[src/rtl/dma_irq_pkg.sv]
`timescale 1ns/1ps
package dma_irq_pkg;
   localparam int OFS_SET = 4;
   localparam int OFS_CLR = 8;
   localparam logic [7:0] DEF_BASE_A   = 8'h00;
   localparam logic [7:0] DEF_BASE_B   = 8'h10;
   localparam logic [7:0] DEF_PEND_ADR = 8'h20;

   typedef enum logic [1:0] {
      ACC_NONE,
      ACC_WRITE,
      ACC_SET,
      ACC_CLR
   } acc_e;
endpackage

[src/rtl/dma_flag_reg.sv]
`timescale 1ns/1ps
module dma_flag_reg
   import dma_irq_pkg::*;
#(
   parameter int          W    = 32,
   parameter int          AW   = 8,
   parameter logic [AW-1:0] BASE = '0
) (
   input  logic          clk,
   input  logic          rst_n,
   input  logic          wr,
   input  logic [AW-1:0] addr,
   input  logic [W-1:0]  wdata,
   input  logic [W-1:0]  hw_set,
   output logic [W-1:0]  q,
   output logic          hit
);
   localparam logic [AW-1:0] ADR_SET = BASE + AW'(OFS_SET);
   localparam logic [AW-1:0] ADR_CLR = BASE + AW'(OFS_CLR);

   acc_e         acc;
   logic [W-1:0] q_host;

   always_comb begin
      hit = (addr == BASE) || (addr == ADR_SET) || (addr == ADR_CLR);
      acc = ACC_NONE;
      if (wr) begin
         if (addr == BASE)         acc = ACC_WRITE;
         else if (addr == ADR_SET) acc = ACC_SET;
         else if (addr == ADR_CLR) acc = ACC_CLR;
      end
   end

   always_comb begin
      unique case (acc)
         ACC_WRITE: q_host = wdata;
         ACC_SET:   q_host = q | wdata;
         ACC_CLR:   q_host = q & ~wdata;
         default:   q_host = q;
      endcase
   end

   // hardware events win over a same-cycle host clear
   always_ff @(posedge clk) begin
      if (!rst_n) q <= '0;
      else        q <= q_host | hw_set;
   end
endmodule

[src/rtl/dma_err_qual.sv]
`timescale 1ns/1ps
module dma_err_qual #(
   parameter int NCH = 16
) (
   input  logic [NCH-1:0] done,
   input  logic [NCH-1:0] term,
   input  logic [NCH-1:0] buserr,
   output logic [NCH-1:0] err
);
   for (genvar i = 0; i < NCH; i++) begin : g_lane
      logic bus_fault;
      logic lone_term;
      assign bus_fault = buserr[i] & term[i];
      assign lone_term = term[i] & ~buserr[i] & ~done[i];
      assign err[i]    = bus_fault | lone_term;
   end
endmodule

[src/rtl/dma_pend_prio.sv]
`timescale 1ns/1ps
module dma_pend_prio #(
   parameter int W  = 32,
   parameter int IW = $clog2(W)
) (
   input  logic [W-1:0]  vec,
   output logic          valid,
   output logic [IW-1:0] idx
);
   always_comb begin
      valid = |vec;
      idx   = '0;
      for (int i = 0; i < W; i++) begin
         if (vec[i]) idx = IW'(i);
      end
   end
endmodule

[src/rtl/dma_irq_classifier.sv]
`timescale 1ns/1ps
module dma_irq_classifier
   import dma_irq_pkg::*;
#(
   parameter int            NCH      = 16,
   parameter int            AW       = 8,
   parameter logic [AW-1:0] BASE_A   = DEF_BASE_A,
   parameter logic [AW-1:0] BASE_B   = DEF_BASE_B,
   parameter logic [AW-1:0] PEND_ADR = DEF_PEND_ADR,
   localparam int           DW       = 2 * NCH,
   localparam int           IW       = $clog2(DW)
) (
   input  logic          clk,
   input  logic          rst_n,
   input  logic          bus_wr,
   input  logic [AW-1:0] bus_addr,
   input  logic [DW-1:0] bus_wdata,
   output logic [DW-1:0] bus_rdata,
   input  logic [NCH-1:0] ev_done,
   input  logic [NCH-1:0] ev_term,
   input  logic [NCH-1:0] ev_buserr,
   output logic          irq,
   output logic [NCH-1:0] err_vec,
   output logic          pend_valid,
   output logic          pend_is_err,
   output logic [IW-1:0] pend_idx
);
   if (NCH < 1 || NCH > 32) begin : g_bad_nch
      $error("dma_irq_classifier: NCH must lie in 1..32");
   end
   if (AW < 5) begin : g_bad_aw
      $error("dma_irq_classifier: AW too narrow for the register map");
   end

   logic [DW-1:0]  reg_a_q, reg_b_q;
   logic           hit_a, hit_b;
   logic [NCH-1:0] done_q, en_q, term_q, berr_q;
   logic [DW-1:0]  pend_vec;

   dma_flag_reg #(.W(DW), .AW(AW), .BASE(BASE_A)) u_reg_a (
      .clk    (clk),
      .rst_n  (rst_n),
      .wr     (bus_wr),
      .addr   (bus_addr),
      .wdata  (bus_wdata),
      .hw_set ({{NCH{1'b0}}, ev_done}),
      .q      (reg_a_q),
      .hit    (hit_a)
   );

   dma_flag_reg #(.W(DW), .AW(AW), .BASE(BASE_B)) u_reg_b (
      .clk    (clk),
      .rst_n  (rst_n),
      .wr     (bus_wr),
      .addr   (bus_addr),
      .wdata  (bus_wdata),
      .hw_set ({ev_buserr, ev_term}),
      .q      (reg_b_q),
      .hit    (hit_b)
   );

   assign done_q = reg_a_q[NCH-1:0];
   assign en_q   = reg_a_q[DW-1:NCH];
   assign term_q = reg_b_q[NCH-1:0];
   assign berr_q = reg_b_q[DW-1:NCH];

   dma_err_qual #(.NCH(NCH)) u_qual (
      .done   (done_q),
      .term   (term_q),
      .buserr (berr_q),
      .err    (err_vec)
   );

   assign pend_vec = {err_vec, done_q};

   dma_pend_prio #(.W(DW), .IW(IW)) u_prio (
      .vec   (pend_vec),
      .valid (pend_valid),
      .idx   (pend_idx)
   );

   assign pend_is_err = pend_valid && (pend_idx >= IW'(NCH));
   assign irq         = (|(done_q & en_q)) | (|err_vec);

   always_comb begin
      if (hit_a)                      bus_rdata = reg_a_q;
      else if (hit_b)                 bus_rdata = reg_b_q;
      else if (bus_addr == PEND_ADR)  bus_rdata = pend_vec;
      else                            bus_rdata = '0;
   end
endmodule

[config.mk]
export PLATFORM = sky130hd
export DESIGN_NAME = dma_irq_classifier
export DESIGN_NICKNAME = d
export VERILOG_FILES = /design/src/rtl/dma_irq_pkg.sv /design/src/rtl/dma_flag_reg.sv /design/src/rtl/dma_err_qual.sv /design/src/rtl/dma_pend_prio.sv /design/src/rtl/dma_irq_classifier.sv
export SDC_FILE = /design/constraint.sdc
export NUM_CORES = 1
export LEC_CHECK = 0
export CELL_PAD_IN_SITES_DETAIL_PLACEMENT = 0
export CELL_PAD_IN_SITES_GLOBAL_PLACEMENT = 1
export CORE_MARGIN = 2
export CORE_UTILIZATION = 35
export DETAILED_ROUTE_END_ITERATION = 6
export DONT_BUFFER_PORTS = 1
export PLACE_DENSITY = 0.7
export SETUP_SLACK_MARGIN = 0.1
export SLEW_MARGIN = 20
export SYNTH_ARGS = -nofsm -noshare
export SYNTH_HDL_FRONTEND = slang
export SYNTH_SLANG_ARGS = --single-unit
[constraint.sdc]
create_clock -name clk -period 1.6 [get_ports clk]
set_clock_uncertainty 0.1 [all_clocks]
set_input_delay 0 -clock clk [delete_from_list [all_inputs] [get_ports clk]]
set_output_delay 0 -clock clk [all_outputs]
set_load 0.05 [all_outputs]
==> load_flow_metrics.sql, run 1 <==
INSERT INTO impl_metrics (metric_group, metric, value, unit) VALUES
('run_status', 'result_of_the_run', 'complete, but fails checks', ''),
('run_status', 'violations', 'negative setup slack', ''),
('placement', 'gpl.final_weighted_congestion', '0.913', ''),
('final_layout', 'final_core_utilization', '75.4', '%'),
('synthesis', 'synth-seq-area-share', '32.4', '%'),
('drt', 'met3_length', '1570', 'um'),
('global_route', 'globalRouteOverflowTotal', '0', ''),
('setup_path', 'required', '1.50', 'ns'),
('power', 'ir_drop', '0.000463', 'V'),
('placement', 'dp_hpwl', '11400', 'um'),
('power', 'cellLeakagePower', '3.22', 'nW'),
('clock_tree', 'tritoncts_clock_tree', 'done', ''),
('placement', 'placement.setup.worst_slack', '-0.210', 'ns'),
('final_layout', 'fill_cells', '693', ''),
('drt', 'postRouteAntennaNets', '0', ''),
('global_route', 'groute.usage.overall', '28.1', '%'),
('setup_path', 'critical_path_cell_with_the_highest_stage_delay', 'or3_4', ''),
('drt', 'wl_met2', '10300', 'um'),
('synthesis', 'synth_enable_flop_cells', '0', ''),
('synthesis', 'post-synth-top-area-fraction', '32.4', '%'),
('global_route', 'grt_start_max_net_pins', '65', ''),
('timing', 'timing.final.crit_period', '2.16', 'ns'),
('setup_path', 'worstRegToRegCells', '5', ''),
('timing', 'finalSetupTns', '-13.59', 'ns'),
('clock_tree', 'clkLatencyLatePin', '0.34', 'ns'),
('floorplanning', 'dieWidth', '110', 'um'),
('floorplanning', 'num_rows', '38', ''),
('setup_path', 'critical_path.max_stage_delay', '0.38', 'ns'),
('clock_tree', 'clk_transition_reported_paths', '0.06', 'ns'),
('timing', 'worstMarginPinSlew', '0.460', 'ns'),
('synthesis', 'synth-warning-count', '0', ''),
('drt', 'route.detailed.vias_per_inst', '6.11', ''),
('synthesis', 'synth.ff_latch_count', '64', ''),
('synthesis', 'yosysTopAreaCell', 'dfxtp_1', ''),
('min_path', 'hold_depth', '3', ''),
('setup_path', 'worstSetupPathDepth', '8', ''),
('clock_tree', 'clkSinkCount', '64', ''),
('timing', 'layout_worst_path_cycle_share', '135', '%'),
('drt', 'iter_0_drt_violations', '363', ''),
('timing', 'slew-limit-headroom', '69.3', '%'),
('setup_path', 'crit_type', 'register to primary output', ''),
('setup_path', 'crit_path_max_fanout', '3', ''),
('global_route', 'grt_first_pass_wirelength', '25600', 'um'),
('global_route', 'grt_pass1_vias', '4843', ''),
('synthesis', 'synth.area.top_cells', 'dfxtp_1, a21boi_1, o21ai_1', ''),
('setup_path', 'crit_path_cell_trace', 'inv_2, buf_12, o21ai_4, nand4_1, or3_4, nor2_4, nand4_1, buf_6', ''),
('timing', 'finalSetupViolCount', '104', ''),
('timing', 'postLayoutSetupSlackWorst', '-0.557', 'ns'),
('synthesis', 'synthFlopType', 'dfxtp_1', ''),
('clock_tree', 'cts_root_buffer', 'clkbuf_16', ''),
('floorplanning', 'die_height', '110', 'um'),
('synthesis', 'ys_types', '44', ''),
('run', 'max_cap_viols', '0', ''),
('synthesis', 'share_of_async_settable_or_async_resettable_flops_after_synthesis', '0', '%'),
('min_path', 'hold_path.startpoint', 'bus_addr[2]', ''),
('timing', 'finalHoldWorstSlack', '0.0197', 'ns'),
('final_layout', 'antenna_cells_inserted', '0', ''),
('placement', 'place_inst', '731', ''),
('synthesis', 'yosys.cell_count.top_type', 'dfxtp_1', ''),
('final_layout', 'synthToLayoutAreaGrowth', '109', '%'),
('final_layout', 'layout.cells.non_filler', '872', ''),
('synthesis', 'post_synth_instance_area', '3950', 'um^2'),
('global_route', 'grt_antenna_before_repair', '0', ''),
('timing', 'timing_hold_violations_final', '0', ''),
('min_path', 'min-delay-path-class', 'primary input to register', ''),
('drt', 'postRouteWirelength', '21300', 'um'),
('setup_path', 'number_of_buffers_and_inverters_on_the_critical_path', '3', ''),
('placement', 'portBuffers', '0', ''),
('drt', 'top_layer_reached_by_signal_wires', 'met4', ''),
('clock_tree', 'htreeDepth', '3', ''),
('synthesis', 'commonest_cells_in_the_synthesized_netlist', 'dfxtp_1, a21boi_1, o21ai_1, a21oi_1, inv_1', '');
placed cells by master, fill, tap and decap left out, types with 4 or more instances in the layout:
master         count
dfxtp_1           48
buf_12            32
a21oi_1           14
o21ai_4           12
o21ai_2           40
a21oi_2           21
a22o_4            16
nor2_1             6
or3_4             11
clkinvlp_4         5
nand4_1            5
a21boi_1          56
dfxtp_2           13
clkbuf_16         13
buf_4             92
o22ai_4           15
nand2_2            7
buf_6             34
dlygate4sd3_1     82
nor2b_1           32
nand2_4            9
a21oi_4           17
inv_4              4
a21boi_2           8
inv_1             13
inv_2             14
nand2_1            8
o21ai_1           31
mux2i_1           13
per-layer routing:
metal	vias to the layer above	global-route usage [%]
met5	-	0
met4	0	10.6
met3	111	6.41
met2	339	49.4
met1	2569	33.2
li1	2310	-
worst register-to-register path, cell delays in order, from the launching register on:
cell and delay (ns):
dfxtp_4 0.37, buf_6 0.12, buf_4 0.13, buf_4 0.14, o21ai_2 0.07, a21boi_1 0.08
metrics by stage:
step | power [W] | instance area [um^2]
global placement | 0.00289 | 5650
detailed placement | 0.00289 | 5650
CTS | 0.00551 | 7260
floorplan | 0.00248 | 4340
finish | 0.00574 | 8250
global route | 0.00589 | 8250
flip-flops by register name, indices dropped and copies added (netlist names):
register and count:
u_reg_a.q 32, u_reg_b.q 32
where the power goes:
| group | internal [W] | switching, W | leakage (nW) |
|---|---|---|---|
| logic | 0.000757 | 0.000864 | 2.52 |
| clock network | 0.00152 | 0.000789 | 0.166 |
| registers | 0.00169 | 0.000120 | 0.535 |
worst paths after layout:
check                        to  slack, ns
hold reg to reg   u_reg_a.q[28]       0.40
setup reg to reg   u_reg_a.q[5]       0.48
hold / removal     u_reg_b.q[6]       0.02
setup / recovery     pend_valid      -0.56
logic make-up after synthesis:
family | count (synthesis) | synth area share, %
and+or+nand+nor | 90 | 13.1
DFF | 64 | 32.4
muxes | 13 | 3.29
buffers and inverters | 66 | 8.13
AOI/OAI and AO/OA | 258 | 42.8
adders and majority gates | 1 | 0.253
repair_timing:
action | in CTS | in global routing
cloned | 2 | 12
buffers inserted | 7 | 20
resized for setup | 64 | 166
pin swaps | 30 | 124
endpoints found under the setup margin | 39 | 105
endpoints found under the hold margin | 64 | 0
hold buffers | 84 | 0
area by class of cell:
type                    count  area [um^2]  share of cell area [%]
clock buffers               9          225                    2.73
clock inverters             7          120                    1.46
inverters                  35          156                    1.90
multi-input cells         368         3530                    42.8
flip-flops and latches     64         1310                    15.9
well taps                 140          175                    2.12
repair buffers            249         2740                    33.2
No activity file was read; power rests on OpenSTA's default activity.
==> inputs of run 2 (changes only) <==
==> constraint.sdc (replaced) <==
create_clock -name clk -period 1.6 [get_ports clk]
set_clock_uncertainty 0.1 [all_clocks]
set_input_delay 0 -clock clk [delete_from_list [all_inputs] [get_ports clk]]
set_output_delay 0 -clock clk [all_outputs]
set_load 0.01 [all_outputs]
==> load_flow_metrics.sql, run 2 (same netlist as run 1, synthesis figures left out) <==
INSERT INTO impl_metrics (metric_group, metric, value, unit) VALUES
('clock_tree', 'clk_path_buf_depth', '2', ''),
('timing', 'timing_hold_violations_final', '9', ''),
('drt', 'postRouteAntennaNets', '0', ''),
('floorplanning', 'dieWidth', '110', 'um'),
('drt', 'route.detailed.vias_per_inst', '5.76', ''),
('floorplanning', 'initial_core_util', '36.2', '%'),
('floorplanning', 'design.die.area', '12200', 'um^2'),
('timing', 'finalSetupTns', '-4.58', 'ns'),
('final_layout', 'mostFrequentLayoutCells', 'buf_4, dlygate4sd3_1, o21ai_1', ''),
('setup_path', 'critical_path_arrival', '1.96', 'ns'),
('final_layout', 'synthToLayoutAreaGrowth', '73.1', '%'),
('power', 'power-per-cell-area', '722', 'nW/um^2'),
('clock_tree', 'cts_buffers', '9', ''),
('drt', 'drt-wirelength-per-cell', '22.0', 'um'),
('final_layout', 'fill_cells', '928', ''),
('global_route', 'globalRouteOverflowTotal', '0', ''),
('clock_tree', 'clkSinkCount', '64', ''),
('power', 'clkPwrFrac', '40.3', '%'),
('setup_path', 'worstRegToRegCells', '3', ''),
('final_layout', 'largestRegisters', 'u_reg_a.q (32), u_reg_b.q (32)', ''),
('drt', 'iter_0_drt_violations', '426', ''),
('global_route', 'grt_first_pass_wirelength', '24000', 'um'),
('power', 'p_sw_share', '29.3', '%'),
('setup_path', 'critical_path.max_stage_delay', '0.40', 'ns'),
('power', 'cellLeakagePower', '2.81', 'nW'),
('placement', 'portBuffers', '0', ''),
('floorplanning', 'boundaryPins', '147', ''),
('setup_path', 'crit_path_cell_trace', 'inv_1, buf_4, a311oi_2, nor4_1, o31a_1, or3_4', ''),
('clock_tree', 'clk_transition_reported_paths', '0.06', 'ns'),
('drt', 'detailedRoute.firstPassIterationCount', '5', ''),
('drt', 'remaining_drc_errors', '0', ''),
('clock_tree', 'htreeDepth', '3', ''),
('run_status', 'result_of_the_run', 'complete, but fails checks', ''),
('power', 'ir_drop', '0.000650', 'V'),
('timing', 'timing.final.crit_period', '2.06', 'ns'),
('min_path', 'min-delay-path-class', 'primary input to register', ''),
('timing', 'slew-limit-headroom', '68.3', '%'),
('floorplanning', 'placeableCoreArea', '10900', 'um^2'),
('drt', 'postRouteWirelength', '18200', 'um'),
('timing', 'finalSetupViolCount', '29', ''),
('final_layout', 'mostFrequentLayoutCell', 'buf_4', ''),
('setup_path', 'crit_type', 'register to primary output', ''),
('floorplanning', 'die_height', '110', 'um'),
('timing', 'finalHoldWorstSlack', '-0.0249', 'ns'),
('final_layout', 'fin_nets', '773', ''),
('placement', 'dp_hpwl', '11200', 'um'),
('floorplanning', 'num_rows', '38', ''),
('global_route', 'grt_antenna_before_repair', '0', ''),
('setup_path', 'ff_to_ff_setup_slack', '0.69', 'ns'),
('global_route', 'groute.usage.overall', '26.7', '%'),
('placement', 'gpl.final_weighted_congestion', '0.943', ''),
('setup_path', 'crit_path_max_fanout', '4', ''),
('timing', 'postLayoutSetupSlackWorst', '-0.459', 'ns'),
('setup_path', 'cp-end-kind', 'primary output', ''),
('setup_path', 'setup_crit_start_kind', 'register', ''),
('setup_path', 'critical_path_cell_with_the_highest_stage_delay', 'or3_4', ''),
('power', 'comb_power_share', '23.6', '%'),
('timing', 'layout_worst_path_cycle_share', '129', '%'),
('run_status', 'violations', 'negative hold slack, negative setup slack', ''),
('setup_path', 'r2r_start', 'u_reg_a.q[2]', ''),
('drt', 'route.vias.total', '4766', ''),
('power', 'total_switching_power', '0.00145', 'W'),
('global_route', 'grt_pass1_vias', '4429', ''),
('setup_path', 'worstSetupStartpoint', 'u_reg_a.q[9]', ''),
('timing', 'maxSlewViolCount', '0', ''),
('timing', 'worstMarginPinSlew', '0.474', 'ns'),
('power', 'p_int', '0.00349', 'W'),
('global_route', 'grt_start_max_net_pins', '65', ''),
('final_layout', 'drive_gt1_share', '38.7', '%'),
('setup_path', 'required', '1.50', 'ns'),
('clock_tree', 'cts_root_buffer', 'clkbuf_16', ''),
('run', 'max_cap_viols', '0', ''),
('timing', 'setup_repair_after_global_routing_missed_its_margin', 'yes', ''),
('power', 'power.sequential.fraction', '36.2', '%'),
('timing', 'clock.fmax', '0.486', 'GHz'),
('setup_path', 'crit_end', 'pend_idx[1]', ''),
('clock_tree', 'clkLatencyLatePin', '0.35', 'ns'),
('power', 'post-layout-total-power', '0.00494', 'W'),
('clock_tree', 'tritoncts_clock_tree', 'done', ''),
('final_layout', 'antenna_cells_inserted', '0', ''),
('setup_path', 'reg2reg_to', 'u_reg_a.q[2]', '');
run 2: cell count changes in the layout (fill, tap and decap cells not counted), moves of 16 or more:
cell	delta
a21oi_1	+31
o21ai_1	+28
a21oi_4	-16
o21ai_2	-20
buf_12	-26
inv_1	+16
run 2: critical path: cells and delay by family (launching register included):
| kind | cells | cell delay, ns |
|---|---|---|
| compound gates | 2 | 0.56 |
| simple gates | 2 | 0.48 |
| buf+inv | 2 | 0.25 |
| flops | 1 | 0.34 |
run 2: layout make-up:
type | count | area [um^2] | share of cell area, %
Clock inverter | 6 | 60.1 | 0.878
Timing Repair Buffer | 205 | 1950 | 28.5
Inverter | 35 | 136 | 1.99
Sequential cell | 64 | 1300 | 19.0
Multi-Input combinational cell | 367 | 2990 | 43.7
Clock buffer | 10 | 229 | 3.35
Tap cell | 140 | 175 | 2.56
run 2: worst min path at each step:
stage / slack, ns / from / depth (start not counted) / endpoint
2_1_floorplan: 0.03 / bus_wdata[18] / 2 / u_reg_a.q[18]
3_3_place_gp: 0.04 / bus_wdata[23] / 2 / u_reg_a.q[23]
3_5_place_dp: 0.04 / bus_wdata[20] / 2 / u_reg_a.q[20]
4_1_cts: 0.07 / bus_addr[3] / 4 / u_reg_a.q[5]
5_1_grt: -0.003 / bus_addr[4] / 3 / u_reg_a.q[4]
6_report: -0.02 / bus_addr[2] / 3 / u_reg_b.q[17]
run 2: metal layers:
metal  part of all wire [%]  vias to the layer above  wire (um)  GRT usage [%]
met4                    3.5                        0        644           9.11
met1                     40                     2295       7280           32.3
met3                    7.6                       43       1380           7.11
li1                       -                     2215          -              -
met5                      0                        -          0              0
met2                     49                      213       8920           45.8
run 2: repair_timing:
| item | CTS | global route |
|---|---|---|
| hold endpoints to repair | 64 | 3 |
| setup buffers | 2 | 14 |
| hold buffers | 84 | 1 |
| pin swaps | 11 | 70 |
| setup endpoints to repair | 25 | 62 |
| resized for setup | 41 | 115 |
| gates cloned | 1 | 8 |
run 2: power by group through the flow:
stage / sequential, W / clock, W / combinational (W)
floorplan: 0.00178 / 0 / 0.000437
global placement: 0.00180 / 0 / 0.000756
detailed placement: 0.00180 / 0 / 0.000763
CTS: 0.00177 / 0.00198 / 0.00104
global route: 0.00179 / 0.00207 / 0.00125
finish: 0.00179 / 0.00199 / 0.00117
run 2: through the flow:
step                area (um^2)  std cells  utilization [%]  setup WS (ns)  hold slack [ns]
floorplan                  4070        492                -        -0.0340           0.0349
global placement           4850        701             44.3         -0.232           0.0377
global route               6840        827             62.6         -0.512         -0.00259
finish                     6840        827             62.6         -0.459          -0.0249
CTS                        6150        804             56.2         -0.438           0.0701
detailed placement         4850        701             44.3         -0.298           0.0407
==> inputs of run 3 (changes only) <==
ABC_AREA = 1   (was not set)
CORE_UTILIZATION = 38   (was 35)
PLACE_DENSITY = 0.79   (was 0.7)
==> load_flow_metrics.sql, run 3 <==
INSERT INTO impl_metrics (metric_group, metric, value, unit) VALUES
('run_status', 'result_of_the_run', 'complete, but fails checks', ''),
('run_status', 'violations', 'negative hold slack, negative setup slack', ''),
('timing', 'clock.fmax', '0.416', 'GHz'),
('synthesis', 'synthMuxAreaShare', '0', '%'),
('synthesis', 'synth_enable_flop_cells', '0', ''),
('global_route', 'grt_start_max_net_pins', '32', ''),
('timing', 'setup_repair_after_global_routing_missed_its_margin', 'yes', ''),
('synthesis', 'synthFlopType', 'dfxtp_1', ''),
('floorplanning', 'placeableCoreArea', '10800', 'um^2'),
('global_route', 'met1_usage', '41.6', '%'),
('setup_path', 'critical_path_arrival', '2.30', 'ns'),
('timing', 'postLayoutSetupSlackWorst', '-0.804', 'ns'),
('setup_path', 'r2r_start', 'u_reg_b.q[2]', ''),
('clock_tree', 'htreeDepth', '3', ''),
('setup_path', 'cell_family_with_the_largest_share_of_critical_path_delay', 'simple AND/OR/NAND/NOR gates', ''),
('setup_path', 'worstSetupStartpoint', 'u_reg_a.q[2]', ''),
('global_route', 'grt_first_pass_wirelength', '27500', 'um'),
('synthesis', 'synth-xor-area-share', '0', '%'),
('clock_tree', 'clkSinkCount', '64', ''),
('global_route', 'globalRouteOverflowTotal', '0', ''),
('clock_tree', 'clk_transition_reported_paths', '0.07', 'ns'),
('timing', 'maxSlewViolCount', '0', ''),
('synthesis', 'post-synth-top-area-fraction', '30.6', '%'),
('clock_tree', 'cts_root_buffer', 'clkbuf_8', ''),
('placement', 'portBuffers', '0', ''),
('timing', 'finalHoldWorstSlack', '-0.0200', 'ns'),
('drt', 'postRouteAntennaNets', '0', ''),
('run', 'max_cap_viols', '0', ''),
('synthesis', 'synth.area.top_cells', 'dfxtp_1, nand2_1, o21ai_1', ''),
('synthesis', 'combinational_family_with_the_most_area_after_synthesis', 'simple AND/OR/NAND/NOR gates', ''),
('clock_tree', 'clk_path_buf_depth', '2', ''),
('drt', 'iter_0_drt_violations', '617', ''),
('global_route', 'grt_antenna_before_repair', '0', ''),
('setup_path', 'reg2reg_to', 'u_reg_b.q[2]', ''),
('synthesis', 'synth.ff_latch_count', '64', ''),
('final_layout', 'finished_layout_cell_area', '6890', 'um^2'),
('synthesis', 'synthesis.nets', '811', ''),
('synthesis', 'share_of_async_settable_or_async_resettable_flops_after_synthesis', '0', '%'),
('clock_tree', 'cts_buffers', '9', ''),
('global_route', 'grt_most_used_layer', 'met2', ''),
('final_layout', 'drive_gt1_share', '28.4', '%'),
('drt', 'route.vias.total', '5636', ''),
('timing', 'layout_worst_path_cycle_share', '150', '%'),
('timing', 'timing_hold_violations_final', '1', ''),
('global_route', 'grt.met2_usage', '48.9', '%'),
('setup_path', 'timing.critical_path.mode_cell', 'nand2_1', ''),
('drt', 'postRouteWirelength', '18900', 'um'),
('synthesis', 'ys_types', '31', ''),
('clock_tree', 'tritoncts_clock_tree', 'done', ''),
('global_route', 'grt_pass1_vias', '5235', ''),
('setup_path', 'worstSetupPathDepth', '31', ''),
('final_layout', 'fin_nets', '997', ''),
('synthesis', 'synth-warning-count', '0', ''),
('floorplanning', 'design.die.area', '11900', 'um^2'),
('synthesis', 'yosysTopAreaCell', 'dfxtp_1', ''),
('final_layout', 'mostFrequentLayoutCell', 'nand2_1', ''),
('global_route', 'groute.usage.overall', '30.6', '%'),
('placement', 'dp_hpwl', '12500', 'um'),
('synthesis', 'post_synth_instance_area', '4180', 'um^2'),
('drt', 'route.detailed.vias_per_inst', '5.36', ''),
('power', 'cellLeakagePower', '3.22', 'nW'),
('setup_path', 'worstRegToRegCells', '4', ''),
('placement', 'gpl.final_weighted_congestion', '1.04', ''),
('power', 'ir_drop', '0.000378', 'V'),
('setup_path', 'cp-end-kind', 'primary output', ''),
('timing', 'worstMarginPinSlew', '0.397', 'ns'),
('floorplanning', 'boundaryPins', '147', ''),
('drt', 'remaining_drc_errors', '0', ''),
('global_route', 'met3_usage', '3.89', '%'),
('synthesis', 'yosys.area_share.adder', '0', '%'),
('final_layout', 'largestRegisters', 'u_reg_a.q (32), u_reg_b.q (32)', ''),
('synthesis', 'synth.avg_cell_area', '5.81', 'um^2'),
('drt', 'drt-wirelength-per-cell', '18.0', 'um'),
('setup_path', 'crit_end', 'pend_idx[0]', ''),
('synthesis', 'synth-seq-area-share', '30.6', '%'),
('final_layout', 'synthToLayoutAreaGrowth', '64.8', '%'),
('placement', 'placedInstanceArea', '5060', 'um^2'),
('min_path', 'hold_path.startpoint', 'bus_addr[2]', ''),
('setup_path', 'number_of_buffers_and_inverters_on_the_critical_path', '1', ''),
('synthesis', 'commonest_cells_in_the_synthesized_netlist', 'nand2_1, inv_1, o21ai_1, dfxtp_1, a21oi_1', ''),
('floorplanning', 'initial_core_util', '38.7', '%'),
('final_layout', 'antenna_cells_inserted', '0', ''),
('setup_path', 'ff_to_ff_setup_slack', '0.49', 'ns'),
('timing', 'slew-limit-headroom', '73.3', '%'),
('placement', 'placement.setup.worst_slack', '-0.367', 'ns'),
('synthesis', 'yosys.cell_count.top_type', 'nand2_1', ''),
('setup_path', 'critical_path.max_stage_delay', '0.34', 'ns'),
('floorplanning', 'dieWidth', '109', 'um'),
('timing', 'finalSetupViolCount', '12', ''),
('setup_path', 'crit_type', 'register to primary output', ''),
('final_layout', 'mostFrequentLayoutCells', 'nand2_1, buf_4, dlygate4sd3_1', ''),
('synthesis', 'synth-simple-area-share', '28.0', '%'),
('floorplanning', 'die_height', '109', 'um'),
('setup_path', 'crit_path_max_fanout', '2', ''),
('setup_path', 'setup_crit_start_kind', 'register', ''),
('synthesis', 'syn_inst', '720', ''),
('floorplanning', 'num_rows', '38', ''),
('clock_tree', 'clkLatencyLatePin', '0.36', 'ns'),
('setup_path', 'required', '1.50', 'ns'),
('synthesis', 'synth_compound_area_share', '27.4', '%'),
('timing', 'timing.final.crit_period', '2.40', 'ns'),
('power', 'power-per-cell-area', '650', 'nW/um^2'),
('setup_path', 'critical_path_cell_with_the_highest_stage_delay', 'dfxtp_2', ''),
('drt', 'detailedRoute.firstPassIterationCount', '5', ''),
('min_path', 'min-delay-path-class', 'primary input to register', '');
-- run 3: final cells by class --
| cell class | count | area (um^2) |
|---|---|---|
| clock buffer | 14 | 183 |
| sequential | 64 | 1300 |
| fill | 943 | 3900 |
| inverter | 116 | 470 |
| timing repair buffer | 208 | 1970 |
| multi-input combinational | 507 | 2760 |
| clock inverter | 2 | 35.0 |
| tap | 140 | 175 |
-- run 3: per-layer routing --
metal	share of wire, %	vias to the layer above
met5	0	-
met4	2.0	0
met3	8.6	33
met2	47	290
met1	43	2597
li1	-	2716
-- run 3: cell families (layout without fill, tap and decap cells) --
family,after synthesis,in the layout
AOI/OAI and AO/OA,212,212
buffers and inverters,149,340
DFF,64,64
and+or+nand+nor,295,295
-- run 3: worst min path at each step --
| stage | end | slack (ns) | depth (start not counted) |
|---|---|---|---|
| 6_report | u_reg_a.q[28] | -0.02 | 4 |
| 5_1_grt | u_reg_a.q[28] | 0.03 | 4 |
| 4_1_cts | u_reg_a.q[28] | -0.01 | 4 |
| 3_5_place_dp | u_reg_b.q[6] | 0.003 | 2 |
| 3_3_place_gp | u_reg_b.q[6] | 0.001 | 2 |
| 2_1_floorplan | u_reg_a.q[20] | 0.04 | 2 |
-- run 3: power by group --
part           internal, W  switching, W
clock             0.000889      0.000663
combinational     0.000546      0.000589
sequential         0.00169      0.000107
-- run 3: per-stage QoR --
stage	utilization, %	power (W)	cells	TNS (ns)
4_1_cts	59.4	0.00433	1036	-17.77
6_report	63.8	0.00448	1051	-3.76
3_3_place_gp	46.8	0.00248	930	-1.21
5_1_grt	63.8	0.00467	1051	-4.89
2_1_floorplan	-	0.00218	720	-0.244
3_5_place_dp	46.8	0.00250	930	-1.81
-- run 3: worst min-delay path, cell delays in order --
cell,delay [ns]
nor2_2,0.10
nor2_1,0.10
o2111ai_1,0.11
a31oi_1,0.07
-- run 3: what timing repair did --
action                                 4_1_cts  5_1_grt
setup endpoints to repair                   41      105
pin swaps                                   12       25
endpoints found under the hold margin       64        1
cloned                                       0        3
resized for setup                           72       86
buffers inserted                             4       14
hold buffers                                87        1
